### src/rtl/mdio_pkg.sv
package mdio_pkg;
  localparam int PRE_BITS   = 32;
  localparam int FRAME_BITS = 32;
  localparam int DATA_BITS  = 16;
  localparam int OP_MSB     = 29;
  localparam int OP_LSB     = 28;

  typedef enum logic [1:0] {
    OP_WRITE = 2'b01,
    OP_READ  = 2'b10
  } mdio_op_e;
endpackage

### src/rtl/mdio_clkdiv.sv
module mdio_clkdiv #(
  parameter int SPD_W = 8
) (
  input  logic             clk,
  input  logic             rst,
  input  logic             run,
  input  logic [SPD_W-1:0] half_period,
  output logic             mdc,
  output logic             rise_tick,
  output logic             fall_tick
);
  logic [SPD_W-1:0] cnt_q;
  logic             mdc_q;
  logic             wrap;

  assign wrap = run && (cnt_q == half_period - 1'b1);

  always_ff @(posedge clk) begin
    if (rst || !run) begin
      cnt_q <= '0;
      mdc_q <= 1'b0;
    end else if (wrap) begin
      cnt_q <= '0;
      mdc_q <= ~mdc_q;
    end else begin
      cnt_q <= cnt_q + 1'b1;
    end
  end

  assign mdc       = mdc_q;
  assign rise_tick = wrap && !mdc_q;
  assign fall_tick = wrap && mdc_q;

  // the clock parks low whenever no transfer runs
  a_r4_idle_low: assert property (@(posedge clk) disable iff (rst)
    !run |=> !mdc_q);
  // the half-period counter never passes the programmed value
  a_r4_cnt_bound: assert property (@(posedge clk) disable iff (rst)
    run |-> (cnt_q < half_period));
endmodule

### src/rtl/mdio_engine.sv
module mdio_engine
  import mdio_pkg::*;
#(
  parameter int PRE = PRE_BITS,
  parameter int FW  = FRAME_BITS
) (
  input  logic          clk,
  input  logic          rst,
  input  logic          frame_wr,
  input  logic [FW-1:0] frame_wdata,
  input  logic          can_start,
  input  logic          rise_tick,
  input  logic          fall_tick,
  input  logic          mdio_i,
  output logic          busy,
  output logic          done,
  output logic [FW-1:0] frame,
  output logic          mdio_o,
  output logic          mdio_oe
);
  localparam int TOTAL    = PRE + FW;
  localparam int IDX_W    = $clog2(TOTAL);
  localparam int REL_IDX  = PRE + 14;
  localparam int DATA_IDX = PRE + 16;
  localparam int DW       = DATA_BITS;

  logic [TOTAL-1:0] sh_q;
  logic [IDX_W-1:0] idx_q;
  logic [DW-1:0]    cap_q;
  logic [FW-1:0]    frame_q;
  logic             rd_q, busy_q, done_q, oe_q;
  logic             start, last;

  assign start = frame_wr && !busy_q && can_start;
  assign last  = (idx_q == IDX_W'(TOTAL - 1));

  always_ff @(posedge clk) begin
    if (rst) begin
      sh_q    <= '0;
      idx_q   <= '0;
      cap_q   <= '0;
      frame_q <= '0;
      rd_q    <= 1'b0;
      busy_q  <= 1'b0;
      done_q  <= 1'b0;
      oe_q    <= 1'b0;
    end else begin
      done_q <= 1'b0;
      if (!busy_q) begin
        if (frame_wr) frame_q <= frame_wdata;
        if (start) begin
          busy_q <= 1'b1;
          sh_q   <= {{PRE{1'b1}}, frame_wdata};
          idx_q  <= '0;
          rd_q   <= (frame_wdata[OP_MSB:OP_LSB] == OP_READ);
          oe_q   <= 1'b1;
          cap_q  <= '0;
        end
      end else begin
        if (rise_tick && rd_q && (idx_q >= IDX_W'(DATA_IDX)))
          cap_q <= {cap_q[DW-2:0], mdio_i};
        if (fall_tick) begin
          if (last) begin
            busy_q <= 1'b0;
            done_q <= 1'b1;
            oe_q   <= 1'b0;
            sh_q   <= '0;
            if (rd_q) frame_q[DW-1:0] <= cap_q;
          end else begin
            idx_q <= idx_q + 1'b1;
            sh_q  <= {sh_q[TOTAL-2:0], 1'b0};
            if (rd_q && (idx_q == IDX_W'(REL_IDX - 1))) oe_q <= 1'b0;
          end
        end
      end
    end
  end

  assign busy    = busy_q;
  assign done    = done_q;
  assign frame   = frame_q;
  assign mdio_o  = sh_q[TOTAL-1];
  assign mdio_oe = oe_q;

  // completion is a single-cycle event
  a_r8_done_single: assert property (@(posedge clk) disable iff (rst)
    done_q |=> !done_q);
  // the event coincides with the end of a transfer
  a_r8_done_at_end: assert property (@(posedge clk) disable iff (rst)
    done_q |-> (!busy_q && $past(busy_q)));
  // nothing is driven while idle
  a_r6_idle_release: assert property (@(posedge clk) disable iff (rst)
    !busy_q |-> !oe_q);
  // a read leaves the line released from turnaround onward
  a_r6_read_release: assert property (@(posedge clk) disable iff (rst)
    (busy_q && rd_q && (idx_q >= IDX_W'(REL_IDX))) |-> !oe_q);
  // other operations drive for the whole frame
  a_r6_write_drive: assert property (@(posedge clk) disable iff (rst)
    (busy_q && !rd_q) |-> oe_q);
  // the output bit moves only on a falling mdc tick
  a_r5_shift_on_fall: assert property (@(posedge clk) disable iff (rst)
    (busy_q && !fall_tick) |=> $stable(sh_q));
  // the frame's header half holds through a transfer
  a_r10_frame_hold: assert property (@(posedge clk) disable iff (rst)
    busy_q |=> $stable(frame_q[FW-1:DW]));
endmodule

### src/rtl/mdio_frame_master.sv
module mdio_frame_master
  import mdio_pkg::*;
#(
  parameter int SPD_W = 8
) (
  input  logic                  clk,
  input  logic                  rst,
  input  logic                  frame_wr,
  input  logic [FRAME_BITS-1:0] frame_wdata,
  input  logic                  speed_wr,
  input  logic [SPD_W-1:0]      speed_wdata,
  output logic [FRAME_BITS-1:0] frame_rdata,
  output logic                  busy,
  output logic                  mgmt_done,
  output logic                  mdc,
  input  logic                  mdio_i,
  output logic                  mdio_o,
  output logic                  mdio_oe
);
  logic [SPD_W-1:0] speed_q;
  logic             busy_w, rise_w, fall_w;

  always_ff @(posedge clk) begin
    if (rst) speed_q <= '0;
    else if (speed_wr && !busy_w) speed_q <= speed_wdata;
  end

  mdio_clkdiv #(.SPD_W(SPD_W)) div_i (
    .clk        (clk),
    .rst        (rst),
    .run        (busy_w),
    .half_period(speed_q),
    .mdc        (mdc),
    .rise_tick  (rise_w),
    .fall_tick  (fall_w)
  );

  mdio_engine #(.PRE(PRE_BITS), .FW(FRAME_BITS)) eng_i (
    .clk        (clk),
    .rst        (rst),
    .frame_wr   (frame_wr),
    .frame_wdata(frame_wdata),
    .can_start  (speed_q != '0),
    .rise_tick  (rise_w),
    .fall_tick  (fall_w),
    .mdio_i     (mdio_i),
    .busy       (busy_w),
    .done       (mgmt_done),
    .frame      (frame_rdata),
    .mdio_o     (mdio_o),
    .mdio_oe    (mdio_oe)
  );

  assign busy = busy_w;

  // a transfer begins only with a nonzero speed value
  a_r9_start_needs_speed: assert property (@(posedge clk) disable iff (rst)
    $rose(busy_w) |-> ($past(speed_q) != '0));
  // the speed value is frozen during a transfer
  a_r10_speed_frozen: assert property (@(posedge clk) disable iff (rst)
    busy_w |=> $stable(speed_q));
endmodule

### config.mk
export PLATFORM = sky130hd
export DESIGN_NAME = mdio_frame_master
export DESIGN_NICKNAME = d
export VERILOG_FILES = /design/src/rtl/mdio_pkg.sv /design/src/rtl/mdio_clkdiv.sv /design/src/rtl/mdio_engine.sv /design/src/rtl/mdio_frame_master.sv
export SDC_FILE = /design/constraint.sdc
export NUM_CORES = 1
export LEC_CHECK = 0
export BUFFER_PORTS_ARGS = -buffer_cell sky130_fd_sc_hd__buf_2
export CORE_MARGIN = 10
export CORE_UTILIZATION = 51
export DETAILED_ROUTE_END_ITERATION = 6
export PLACE_DENSITY = 0.75
export SYNTH_ARGS = -nofsm -noshare
export SYNTH_HDL_FRONTEND = slang
export SYNTH_SLANG_ARGS = --single-unit
### constraint.sdc
create_clock -name clk -period 3.1 [get_ports clk]
set_input_delay 0.155 -clock clk [delete_from_list [all_inputs] [get_ports clk]]
set_output_delay 0.155 -clock clk [all_outputs]
set_load 0.005 [all_outputs]
==> results of run 1 <==
## state kept, by name (all words and copies together), names as in the netlist
register	cells
div_i.cnt_q	8
eng_i.mdio_oe	1
speed_q	8
div_i.mdc	1
eng_i.rd_q	1
eng_i.cap_q	16
eng_i.busy	1
eng_i.sh_q	64
eng_i.idx_q	6
eng_i.done	1
eng_i.frame	32
## per-layer routing
| layer | wire length, um | share of wire [%] | vias up | global-route usage (%) |
|---|---|---|---|---|
| li1 | - | - | 2611 | - |
| met2 | 7930 | 49 | 206 | 31.49 |
| met4 | 187 | 1.2 | 0 | 5.626 |
| met1 | 6912 | 43 | 2607 | 23.71 |
| met3 | 1133 | 7.0 | 20 | 5.914 |
| met5 | 0 | 0 | - | 0 |
## worst reg2reg max path, stage by stage (launching register included)
cell and delay, ns:
sky130_fd_sc_hd__dfxtp_1 0.31, sky130_fd_sc_hd__buf_4 0.14, sky130_fd_sc_hd__or4_1 0.58, sky130_fd_sc_hd__nor4_1 0.38
sky130_fd_sc_hd__a311oi_2 0.15, sky130_fd_sc_hd__a2111o_1 0.61, sky130_fd_sc_hd__buf_4 0.23, sky130_fd_sc_hd__or3_1 0.34
sky130_fd_sc_hd__a21oi_1 0.16
## through the flow
stage | TNS [ns] | setup WS [ns]
floorplan | 0 | 0.04588
global placement | 0 | 0.1411
detailed placement | 0 | 0.06339
CTS | 0 | 0.01565
global route | -0.003203 | -0.003203
finish | 0 | 0.1293
## layout make-up
class,instances,share of cell area [%]
clock buffer,20,6.144
clock inverter,11,2.895
inverter,5,0.2525
multi-input combinational,462,38.55
sequential,139,37.45
tap,143,2.407
timing repair buffer,132,12.30
## cells in the mapped netlist, types with 2 or more instances
cell type | instances | area [um2]
sky130_fd_sc_hd__dfxtp_1 | 139 | 2783
sky130_fd_sc_hd__nand2_1 | 82 | 307.8
sky130_fd_sc_hd__clkbuf_1 | 45 | 168.9
sky130_fd_sc_hd__nor2_1 | 44 | 165.2
sky130_fd_sc_hd__a31oi_1 | 41 | 256.5
sky130_fd_sc_hd__nor3_1 | 35 | 175.2
sky130_fd_sc_hd__nor2b_1 | 34 | 212.7
sky130_fd_sc_hd__a211oi_1 | 33 | 247.7
sky130_fd_sc_hd__a21oi_1 | 31 | 155.2
sky130_fd_sc_hd__a221o_1 | 23 | 230.2
sky130_fd_sc_hd__mux2i_1 | 20 | 200.2
sky130_fd_sc_hd__nand3_1 | 19 | 95.09
sky130_fd_sc_hd__o22a_1 | 16 | 140.1
sky130_fd_sc_hd__o22ai_1 | 16 | 100.1
sky130_fd_sc_hd__xor2_1 | 8 | 70.07
sky130_fd_sc_hd__xnor2_1 | 7 | 61.31
sky130_fd_sc_hd__and3_1 | 6 | 37.54
sky130_fd_sc_hd__buf_1 | 6 | 22.52
sky130_fd_sc_hd__buf_2 | 6 | 30.03
sky130_fd_sc_hd__inv_1 | 5 | 18.77
sky130_fd_sc_hd__o21ai_0 | 5 | 25.02
sky130_fd_sc_hd__ha_1 | 4 | 50.05
sky130_fd_sc_hd__nand2b_1 | 4 | 25.02
sky130_fd_sc_hd__and2_1 | 3 | 18.77
sky130_fd_sc_hd__nor4_1 | 3 | 18.77
sky130_fd_sc_hd__a2111o_1 | 2 | 22.52
sky130_fd_sc_hd__a211o_1 | 2 | 17.52
sky130_fd_sc_hd__a311oi_1 | 2 | 17.52
sky130_fd_sc_hd__or3_1 | 2 | 12.51
sky130_fd_sc_hd__or4_1 | 2 | 15.01
## cells by family (layout without fill, tap and decap cells)
logic type      count (synthesis)  in the layout  synth area share (%)
flops                         139            139                 47.34
compound gates                180            180                 22.16
fa+ha+maj                       4              4                0.8515
simple gates                  242            242                 19.60
mux                            21             21                 3.597
buf+inv                        63            168                 4.215
xor+xnor                       15             15                 2.235
## worst max-delay path by stage
stage               cells after the start                     endpoint  slack, ns               startpoint
global route                            8  eng_i.idx_q[1]$_SDFFE_PP0P_     -0.003  speed_q[0]$_SDFFE_PP0P_
CTS                                    11  eng_i.sh_q[28]$_SDFFE_PP0P_       0.02  speed_q[1]$_SDFFE_PP0P_
finish                                  8  eng_i.idx_q[1]$_SDFFE_PP0P_       0.13  speed_q[0]$_SDFFE_PP0P_
floorplan                               9  eng_i.sh_q[35]$_SDFFE_PP0P_       0.05  speed_q[0]$_SDFFE_PP0P_
global placement                        9  eng_i.idx_q[1]$_SDFFE_PP0P_       0.14  speed_q[1]$_SDFFE_PP0P_
detailed placement                     11  eng_i.sh_q[26]$_SDFFE_PP0P_       0.06  speed_q[1]$_SDFFE_PP0P_
## power by group through the flow
stage / sequential (mW) / combinational, mW / clock [mW]
floorplan: 2.10 / 0.461 / 0
global placement: 2.12 / 0.651 / 0
detailed placement: 2.12 / 0.675 / 0
CTS: 2.09 / 0.702 / 2.33
global route: 2.11 / 0.785 / 2.41
finish: 2.09 / 0.710 / 2.31
## repair_timing
| action | 4_1_cts | 5_1_grt |
|---|---|---|
| hold endpoints to repair | 21 | 0 |
| hold buffers | 21 | 0 |
| resized for setup | 0 | 6 |
| setup buffers | 0 | 2 |
| setup endpoints to repair | 0 | 84 |
## cell usage in the layout (no fill, tap or decap), types with 8 or more instances in the layout
cell type	n
sky130_fd_sc_hd__o22a_1	16
sky130_fd_sc_hd__a221o_1	23
sky130_fd_sc_hd__buf_2	81
sky130_fd_sc_hd__dfxtp_1	138
sky130_fd_sc_hd__a211oi_1	33
sky130_fd_sc_hd__xor2_1	8
sky130_fd_sc_hd__buf_4	23
sky130_fd_sc_hd__dlygate4sd3_1	21
sky130_fd_sc_hd__nor3_1	34
sky130_fd_sc_hd__nand3_1	19
sky130_fd_sc_hd__mux2i_1	20
sky130_fd_sc_hd__nand2_1	82
sky130_fd_sc_hd__o22ai_1	16
sky130_fd_sc_hd__clkbuf_16	18
sky130_fd_sc_hd__nor2b_1	34
sky130_fd_sc_hd__a31oi_1	41
sky130_fd_sc_hd__a21oi_1	31
sky130_fd_sc_hd__nor2_1	43
==> impl_metrics.py, run 1 <==
metrics = {
    "critical_path": {
        "rr_startpoint": "speed_q[0]$_SDFFE_PP0P_",
        "path_cells": "buf_4 -> or4_1 -> nor4_1 -> a311oi_2 -> a2111o_1 -> buf_4 -> or3_1 -> a21oi_1",
        "regToRegSetupSlack_ns": 0.13,
        "crit_type": "flop to flop",
        "critical-path-max-stage-delay_ns": 0.61,
        "worstPathBufferInverterCount": 2,
        "worst_ep_required_time_ns": 3.44,
        "crit_path_frequent_cell": "sky130_fd_sc_hd__buf_4",
        "critical_path_fanouts_max": 9,
        "critPathTopFamily": "simple AND/OR/NAND/NOR gates",
        "worstRegToRegCells": 8,
        "critical_path_arrival_ns": 3.31,
        "start_kind": "flop",
        "slowest_stage": "sky130_fd_sc_hd__a2111o_1",
        "worstReg2RegEnd": "eng_i.idx_q[1]$_SDFFE_PP0P_",
        "timing.critical_path.to_type": "flop",
    },
    "clocking": {
        "cts_made_buffers": 17,
        "worst_setup_hold_path_clk_slew_ns": 0.06,
        "cts_tree": "yes",
        "cts.htree.levels": 4,
        "numClockSinks": 139,
        "cts_max_path_buffers": 2,
        "cts_root_buf": "sky130_fd_sc_hd__clkbuf_16",
        "worst_skew_pair_latency_ns": 0.42,
    },
    "global_routing": {
        "grt_first_pass_wirelength_um": 26040,
        "grt_use_total_pct": 19.20,
        "grt_pass1_vias": 5250,
        "grt_max_degree": 71,
        "grt_antenna_before_repair": 0,
        "gr-total-overflow": 0,
    },
    "placement": {
        "dp_cells": 857,
        "dp_hpwl_um": 10120,
        "place.port_buffers": 81,
        "dpl_cell_area_um2": 6482,
        "gp_congestion": 0.8805,
    },
    "power_and_ir_drop": {
        "power.switching_fraction_pct": 24.68,
        "power.share.combinational_pct": 13.9,
        "power.ir.vdd_worst_uv": 603.3,
        "internal_power_mw": 3.850,
        "total_power_mw": 5.111,
        "p_leak_nw": 3.064,
        "power_density_nw_per_um2": 687.6,
        "p_sw_mw": 1.261,
        "power_frac_clock_pct": 45.2,
        "sequentialPowerShare_pct": 40.9,
    },
    "worst_hold_path": {
        "hold_path_class": "input port to flop",
        "worst_hold_startpoint": "frame_wdata[27]",
        "hold-path-cell-count": 3,
        "hold_end": "eng_i.frame[27]$_SDFFE_PP0P_",
    },
    "logic_synthesis": {
        "synth.lib_cells_used.distinct": 49,
        "synth-edff-count": 0,
        "yosys_register_bits": 139,
        "postSynth.asyncResetShare_pct": 0,
        "yosysSeqAreaShare_pct": 47.34,
        "ys.warnings.count": 0,
        "post_synth_inst_count": 664,
        "ys.flop_type": "sky130_fd_sc_hd__dfxtp_1",
        "syn-cell-area_um2": 5878,
        "postSynthNetCount": 713,
        "synth_area_per_cell_um2": 8.853,
    },
    "detailed_routing": {
        "detailedRoute.firstPassIterationCount": 5,
        "drt_iter0_markers": 521,
        "remaining_drc_errors": 0,
        "routed_wirelength_normalized_by_instance_count_um": 17.72,
        "routed_antenna_nets": 0,
        "drt-vias-per-instance": 5.969,
        "routed-via-count": 5444,
        "route.final.wire_length_um": 16160,
    },
    "timing": {
        "max_slew.worst_pin.slew_ns": 0.8865,
        "slew_viol_final": 0,
        "post-route-period-util_pct": 95.83,
        "period_needed_ns": 2.971,
        "setup_violations": 0,
        "fmax_mhz": 336.6,
        "final.hold.worst_slack_ns": 0.009317,
        "remaining_max_slew_budget_at_the_tightest_pin_pct": 40.78,
        "maximum_clock_skew_at_final_layout_ns": 0.007253,
        "hold_violations": 0,
    },
    "finish": {
        "multi_input_area_um2": 2865,
        "filler_cell_count": 894,
        "layout.cells.non_filler": 912,
        "antenna_cells_inserted": 0,
        "nets": 806,
        "fraction_of_layout_instances_using_a_drive_strength_above_1_pct": 19.64,
        "areaGrowthSynthToFinish_pct": 26.46,
        "stdcell_area_um2": 7433,
        "seqCellArea_um2": 2784,
        "final_core_utilization_pct": 65.38,
    },
    "floorplan": {
        "top_level_ports": 82,
        "dieWidth_um": 127.4,
        "core_um2": 11370,
        "initial_utilization_pct": 51.70,
        "die-area_um2": 16220,
        "die-height_um": 127.4,
        "placement_rows": 39,
    },
    "job": {
        "max-cap-violations": 0,
    },
    "status": {
        "status": "complete, no violations",
    },
}
No activity file was read; power rests on OpenSTA's default activity.
==> inputs of run 2 (changes only) <==
==> constraint.sdc (replaced) <==
create_clock -name clk -period 2.59 [get_ports clk]
set_input_delay 0.1295 -clock clk [delete_from_list [all_inputs] [get_ports clk]]
set_output_delay 0.1295 -clock clk [all_outputs]
set_load 0.005 [all_outputs]
==> impl_metrics.py, run 2 (synthesis results as in run 1) <==
metrics = {
    "status": {
        "status": "finished, violations left",
        "failed_checks": "setup timing",
    },
    "timing": {
        "hold_violations": 0,
        "postLayoutSetupSlackWorst_ns": -0.2054,
        "grt_setup_unrepaired": "yes",
        "post-route-period-util_pct": 107.9,
        "maximum_clock_skew_at_final_layout_ns": 0.006284,
        "setup_violations": 89,
        "final.hold.worst_slack_ns": 0.1188,
        "fmax_mhz": 357.7,
        "max_slew.worst_pin.slew_ns": 0.9278,
        "slew_viol_final": 0,
        "period_needed_ns": 2.795,
        "remaining_max_slew_budget_at_the_tightest_pin_pct": 38.02,
    },
    "floorplan": {
        "dieWidth_um": 127.4,
        "die-height_um": 127.4,
        "die-area_um2": 16220,
        "initial_utilization_pct": 51.70,
        "placement_rows": 39,
        "top_level_ports": 82,
        "core_um2": 11370,
    },
    "finish": {
        "seqCellArea_um2": 2786,
        "commonest_cells_after_routing_fill_and_taps_aside": "sky130_fd_sc_hd__dfxtp_1, sky130_fd_sc_hd__buf_2, sky130_fd_sc_hd__nand2_1, sky130_fd_sc_hd__nor2_1, sky130_fd_sc_hd__a31oi_1",
        "largest_register_ff_count": 64,
        "nets": 839,
        "areaGrowthSynthToFinish_pct": 32.50,
        "final_core_utilization_pct": 68.50,
        "layout.cells.non_filler": 947,
        "filler_cell_count": 859,
        "top_register": "eng_i.sh_q",
        "layout_commonest_cell": "sky130_fd_sc_hd__dfxtp_1",
        "multi_input_area_um2": 2968,
        "fraction_of_layout_instances_using_a_drive_strength_above_1_pct": 24.44,
        "stdcell_area_um2": 7789,
    },
    "placement": {
        "dp_cells": 871,
        "dpl_cell_area_um2": 6641,
        "place.port_buffers": 81,
        "gp_congestion": 0.8588,
        "post_placement_worst_setup_slack_ns": -0.2428,
        "dp_hpwl_um": 10320,
    },
    "critical_path": {
        "timing.critical_path.to_type": "flop",
        "critical_path_arrival_ns": 3.15,
        "path_cells": "inv_2 -> ha_4 -> or4b_4 -> or3_1 -> a211o_1 -> a2111o_1 -> nor3_4 -> buf_6 -> buf_16 -> a221o_1",
        "critPathTopFamily": "simple AND/OR/NAND/NOR gates",
        "rr_startpoint": "speed_q[0]$_SDFFE_PP0P_",
        "worstRegToRegCells": 10,
        "critical-path-max-stage-delay_ns": 0.45,
        "worstPathBufferInverterCount": 3,
        "crit_type": "flop to flop",
        "worst_ep_required_time_ns": 2.95,
        "slowest_stage": "sky130_fd_sc_hd__or4b_4",
        "worstReg2RegEnd": "eng_i.sh_q[33]$_SDFFE_PP0P_",
        "critical_path_fanouts_max": 7,
        "regToRegSetupSlack_ns": -0.21,
        "start_kind": "flop",
    },
    "global_routing": {
        "grt_antenna_before_repair": 1,
        "gr-total-overflow": 0,
        "grt_pass1_vias": 5456,
        "grt_max_degree": 85,
        "grt_use_total_pct": 20.24,
        "grt_first_pass_wirelength_um": 27280,
    },
    "clocking": {
        "worst_setup_hold_path_clk_slew_ns": 0.06,
        "cts_max_path_buffers": 2,
        "numClockSinks": 139,
        "cts_tree": "yes",
        "cts_root_buf": "sky130_fd_sc_hd__clkbuf_16",
        "cts.htree.levels": 4,
        "cts_made_buffers": 17,
        "worst_skew_pair_latency_ns": 0.42,
    },
    "power_and_ir_drop": {
        "power.share.combinational_pct": 17.4,
        "internal_power_mw": 4.173,
        "p_leak_nw": 3.200,
        "power.switching_fraction_pct": 26.79,
        "power.ir.vdd_worst_uv": 722.2,
        "power_density_nw_per_um2": 731.8,
        "power_frac_clock_pct": 38.8,
        "p_sw_mw": 1.527,
        "sequentialPowerShare_pct": 43.8,
    },
    "detailed_routing": {
        "routed_antenna_nets": 0,
        "routed-via-count": 5643,
        "detailedRoute.firstPassIterationCount": 5,
        "drt-vias-per-instance": 5.959,
        "remaining_drc_errors": 0,
        "routed_wirelength_normalized_by_instance_count_um": 18.27,
        "route.final.wire_length_um": 17310,
        "drt_iter0_markers": 396,
    },
    "worst_hold_path": {
        "hold-path-cell-count": 4,
        "hold_path_class": "input port to flop",
        "worst_hold_startpoint": "frame_wdata[9]",
        "hold_end": "eng_i.frame[9]$_SDFFE_PP0P_",
    },
    "job": {
        "max-cap-violations": 0,
    },
}
-- run 2: cell types whose count changed in the layout (fill, tap and decap cells not counted), moves of 3 or more --
cell                            delta
sky130_fd_sc_hd__buf_12            +3
sky130_fd_sc_hd__buf_4            +17
sky130_fd_sc_hd__buf_6             +4
sky130_fd_sc_hd__bufinv_16         -5
sky130_fd_sc_hd__clkbuf_1          +4
sky130_fd_sc_hd__clkinv_2          +3
sky130_fd_sc_hd__dlygate4sd3_1     +5
sky130_fd_sc_hd__o21ai_0           -4
sky130_fd_sc_hd__o21ai_1           +3
-- run 2: final cells by class --
cell class	instances	area share, %
Multi-Input combinational cell	462	38.10
Sequential cell	139	35.78
Timing Repair Buffer	165	16.72
Clock buffer	23	5.880
Tap cell	143	2.297
Clock inverter	8	0.9157
Inverter	5	0.2410
Antenna cell	2	0.06426
-- run 2: per-layer routing --
metal | global-route usage [%] | part of all wire [%] | up-vias
li1 | - | - | 2690
met1 | 23.81 | 41 | 2702
met2 | 33.64 | 50 | 203
met3 | 5.500 | 6.2 | 48
met4 | 9.243 | 2.6 | 0
met5 | 0 | 0 | -
-- run 2: how the worst max path moves through the flow --
| stage | startpoint | endpoint | slack, ns | cells past startpoint |
|---|---|---|---|---|
| 2_1_floorplan | speed_q[1]$_SDFFE_PP0P_ | eng_i.frame[14]$_SDFFE_PP0P_ | -0.22 | 9 |
| 3_3_place_gp | speed_q[1]$_SDFFE_PP0P_ | eng_i.idx_q[3]$_SDFFE_PP0P_ | -0.12 | 8 |
| 3_5_place_dp | speed_q[0]$_SDFFE_PP0P_ | eng_i.sh_q[48]$_SDFFE_PP0P_ | -0.24 | 7 |
| 4_1_cts | speed_q[1]$_SDFFE_PP0P_ | eng_i.sh_q[31]$_SDFFE_PP0P_ | -0.15 | 11 |
| 5_1_grt | speed_q[0]$_SDFFE_PP0P_ | eng_i.sh_q[45]$_SDFFE_PP0P_ | -0.31 | 10 |
| 6_report | speed_q[0]$_SDFFE_PP0P_ | eng_i.sh_q[33]$_SDFFE_PP0P_ | -0.21 | 10 |
-- run 2: worst min-delay path, stage by stage --
cell and delay (ns):
sky130_fd_sc_hd__buf_2 0.09, sky130_fd_sc_hd__o22ai_1 0.07, sky130_fd_sc_hd__nor2_1 0.08, sky130_fd_sc_hd__o22a_1 0.13
-- run 2: power by group through the flow --
| stage | sequential, mW | combinational (mW) | clock [mW] |
|---|---|---|---|
| floorplan | 2.51 | 0.564 | 0 |
| detailed placement | 2.53 | 0.855 | 0 |
| global route | 2.52 | 1.09 | 2.32 |
| CTS | 2.49 | 0.933 | 2.22 |
| global placement | 2.52 | 0.823 | 0 |
| finish | 2.50 | 0.990 | 2.21 |
-- run 2: through the flow --
step / total power [mW] / setup TNS, ns
finish: 5.700 / -13.90
global route: 5.926 / -21.82
CTS: 5.644 / -10.17
detailed placement: 3.387 / -11.32
global placement: 3.345 / -6.787
floorplan: 3.074 / -9.267
-- run 2: what timing repair did --
| item | 4_1_cts | 5_1_grt |
|---|---|---|
| setup endpoints to repair | 77 | 105 |
| hold buffers | 26 | 0 |
| resized for setup | 17 | 16 |
| gates cloned | 3 | 3 |
| pin swaps | 4 | 8 |
| buffers inserted | 11 | 2 |
| endpoints found under the hold margin | 26 | 0 |
==> inputs of run 3 (changes only) <==
--- a/config.mk
+++ b/config.mk
@@ -6,10 +6,12 @@
 export NUM_CORES = 1
 export LEC_CHECK = 0
 export BUFFER_PORTS_ARGS = -buffer_cell sky130_fd_sc_hd__buf_2
+export CELL_PAD_IN_SITES_DETAIL_PLACEMENT = 1
+export CELL_PAD_IN_SITES_GLOBAL_PLACEMENT = 1
 export CORE_MARGIN = 10
-export CORE_UTILIZATION = 51
+export CORE_UTILIZATION = 39
 export DETAILED_ROUTE_END_ITERATION = 6
-export PLACE_DENSITY = 0.75
+export PLACE_DENSITY_LB_ADDON = 0.1
 export SYNTH_ARGS = -nofsm -noshare
 export SYNTH_HDL_FRONTEND = slang
 export SYNTH_SLANG_ARGS = --single-unit
==> impl_metrics.py, run 3 (synthesis results as in run 1) <==
metrics = {
    "detailed_routing": {
        "drt-vias-per-instance": 5.670,
        "remaining_drc_errors": 0,
        "drt_iter0_markers": 282,
        "route.final.wire_length_um": 19880,
        "routed-via-count": 5664,
        "detailedRoute.firstPassIterationCount": 5,
        "routed_antenna_nets": 0,
        "routed_wirelength_normalized_by_instance_count_um": 19.90,
    },
    "clocking": {
        "cts.htree.levels": 4,
        "cts_made_buffers": 17,
        "cts_root_buf": "sky130_fd_sc_hd__clkbuf_16",
        "numClockSinks": 139,
        "worst_setup_hold_path_clk_slew_ns": 0.06,
        "cts_max_path_buffers": 2,
        "worst_skew_pair_latency_ns": 0.43,
        "cts_tree": "yes",
    },
    "status": {
        "status": "finished, violations left",
        "failed_checks": "setup timing",
    },
    "global_routing": {
        "grt_first_pass_wirelength_um": 30730,
        "grt_max_degree": 60,
        "grt_pass1_vias": 5894,
        "grt_antenna_before_repair": 0,
        "gr-total-overflow": 0,
        "grt_use_total_pct": 18.53,
    },
    "power_and_ir_drop": {
        "power_density_nw_per_um2": 735.1,
        "p_leak_nw": 3.344,
        "power.ir.vdd_worst_uv": 480.4,
    },
    "placement": {
        "place.port_buffers": 81,
        "gp_congestion": 0.8991,
        "dpl_cell_area_um2": 6718,
        "dp_hpwl_um": 11690,
    },
    "finish": {
        "fraction_of_layout_instances_using_a_drive_strength_above_1_pct": 29.45,
        "antenna_cells_inserted": 0,
        "stdcell_area_um2": 8214,
        "largest_register_ff_count": 64,
        "areaGrowthSynthToFinish_pct": 39.74,
        "commonest_cells_after_routing_fill_and_taps_aside": "sky130_fd_sc_hd__dfxtp_1, sky130_fd_sc_hd__buf_2, sky130_fd_sc_hd__nand2_1, sky130_fd_sc_hd__buf_4, sky130_fd_sc_hd__nor2_1",
        "top_register": "eng_i.sh_q",
        "layout_commonest_cell": "sky130_fd_sc_hd__dfxtp_1",
        "filler_cell_count": 1622,
        "nets": 851,
    },
    "timing": {
        "slew_viol_final": 0,
        "setup_violations": 88,
        "grt_setup_unrepaired": "yes",
        "fmax_mhz": 348.3,
        "max_slew.worst_pin.slew_ns": 0.6300,
        "postLayoutSetupSlackWorst_ns": -0.2812,
        "period_needed_ns": 2.871,
        "maximum_clock_skew_at_final_layout_ns": 0.01957,
        "hold_violations": 0,
        "remaining_max_slew_budget_at_the_tightest_pin_pct": 57.90,
        "post-route-period-util_pct": 110.9,
        "final.hold.worst_slack_ns": 0.1139,
    },
    "floorplan": {
        "die-height_um": 142.8,
        "dieWidth_um": 142.8,
        "top_level_ports": 82,
        "placement_rows": 44,
        "die-area_um2": 20380,
        "initial_utilization_pct": 40.14,
        "core_um2": 14640,
    },
    "critical_path": {
        "crit_type": "flop to flop",
        "critical_path_fanouts_max": 7,
        "critical_path_arrival_ns": 3.23,
        "timing.critical_path.to_type": "flop",
        "worst_ep_required_time_ns": 2.95,
        "start_kind": "flop",
    },
    "job": {
        "max-cap-violations": 0,
    },
    "worst_hold_path": {
        "hold_path_class": "input port to flop",
    },
}
-- run 3: cell types whose count changed in the layout (fill, tap and decap cells not counted), sizes merged, moves of 2 or more --
cell	previous run	this run
buf	136	147
clkbuf	26	20
clkinvlp	1	5
nor2	44	46
diode	2	0
-- run 3: final cells by class --
cell class                 count  area [um2]  area share [%]
clock buffer                  18       439.2           5.347
clock inverter                14       147.6           1.797
inverter                       5       18.77          0.2285
multi-input combinational    464        3156           38.42
sequential                   139        2786           33.92
tap                          184       230.2           2.803
timing repair buffer         175        1436           17.49
-- run 3: per-layer routing --
metal | part of all wire, % | wire, um | vias up | GRT usage (%)
li1 | - | - | 2715 | -
met1 | 45 | 8951 | 2819 | 23.14
met2 | 49 | 9822 | 109 | 31.05
met3 | 4.0 | 804 | 21 | 4.146
met4 | 1.5 | 303 | 0 | 5.917
met5 | 0 | 0 | - | 0
-- run 3: worst paths after layout --
| kind | startpoint | depth (start not counted) | endpoint | slack (ns) |
|---|---|---|---|---|
| hold reg to reg | eng_i.frame[24]$_SDFFE_PP0P_ | 2 | eng_i.frame[24]$_SDFFE_PP0P_ | 0.46 |
| setup / recovery | speed_q[0]$_SDFFE_PP0P_ | 7 | eng_i.idx_q[3]$_SDFFE_PP0P_ | -0.28 |
| hold / removal | frame_wdata[2] | 4 | eng_i.frame[2]$_SDFFE_PP0P_ | 0.11 |
| setup reg to reg | speed_q[0]$_SDFFE_PP0P_ | 7 | eng_i.idx_q[3]$_SDFFE_PP0P_ | -0.28 |
-- run 3: metrics by stage --
step           total power [mW]  util (%)  setup slack [ns]  TNS [ns]  std cells
2_1_floorplan             3.074         -           -0.2169    -9.267        664
3_3_place_gp              3.379     45.87           -0.2133    -11.18        917
3_5_place_dp              3.422     45.87           -0.2651    -14.01        917
4_1_cts                   5.973     54.08           -0.2040    -12.71        990
5_1_grt                   6.306     56.09           -0.3760    -24.81        999
6_report                  6.038     56.09           -0.2812    -16.87        999
-- run 3: power by group --
part           total, mW  switching [mW]  internal (mW)
sequential          2.51           0.143           2.36
clock               2.42           0.976           1.44
combinational       1.12           0.573          0.543
-- run 3: repair_timing --
item                                    4_1_cts  5_1_grt
buffers inserted                              8        8
hold buffers                                 26        0
endpoints found under the setup margin       79      104
endpoints found under the hold margin        26        0
cloned                                        7        3
gates resized for setup                      30       44
pin swaps                                    17       31
-- run 3: worst max-delay path, cell delays in order (launching register included) --
cell                       delay, ns
sky130_fd_sc_hd__dfxtp_2        0.32
sky130_fd_sc_hd__buf_4          0.15
sky130_fd_sc_hd__or4_4          0.57
sky130_fd_sc_hd__nor4_1         0.37
sky130_fd_sc_hd__a311oi_2       0.13
sky130_fd_sc_hd__a2111o_1       0.54
sky130_fd_sc_hd__or4_4          0.58
sky130_fd_sc_hd__a21oi_2        0.14
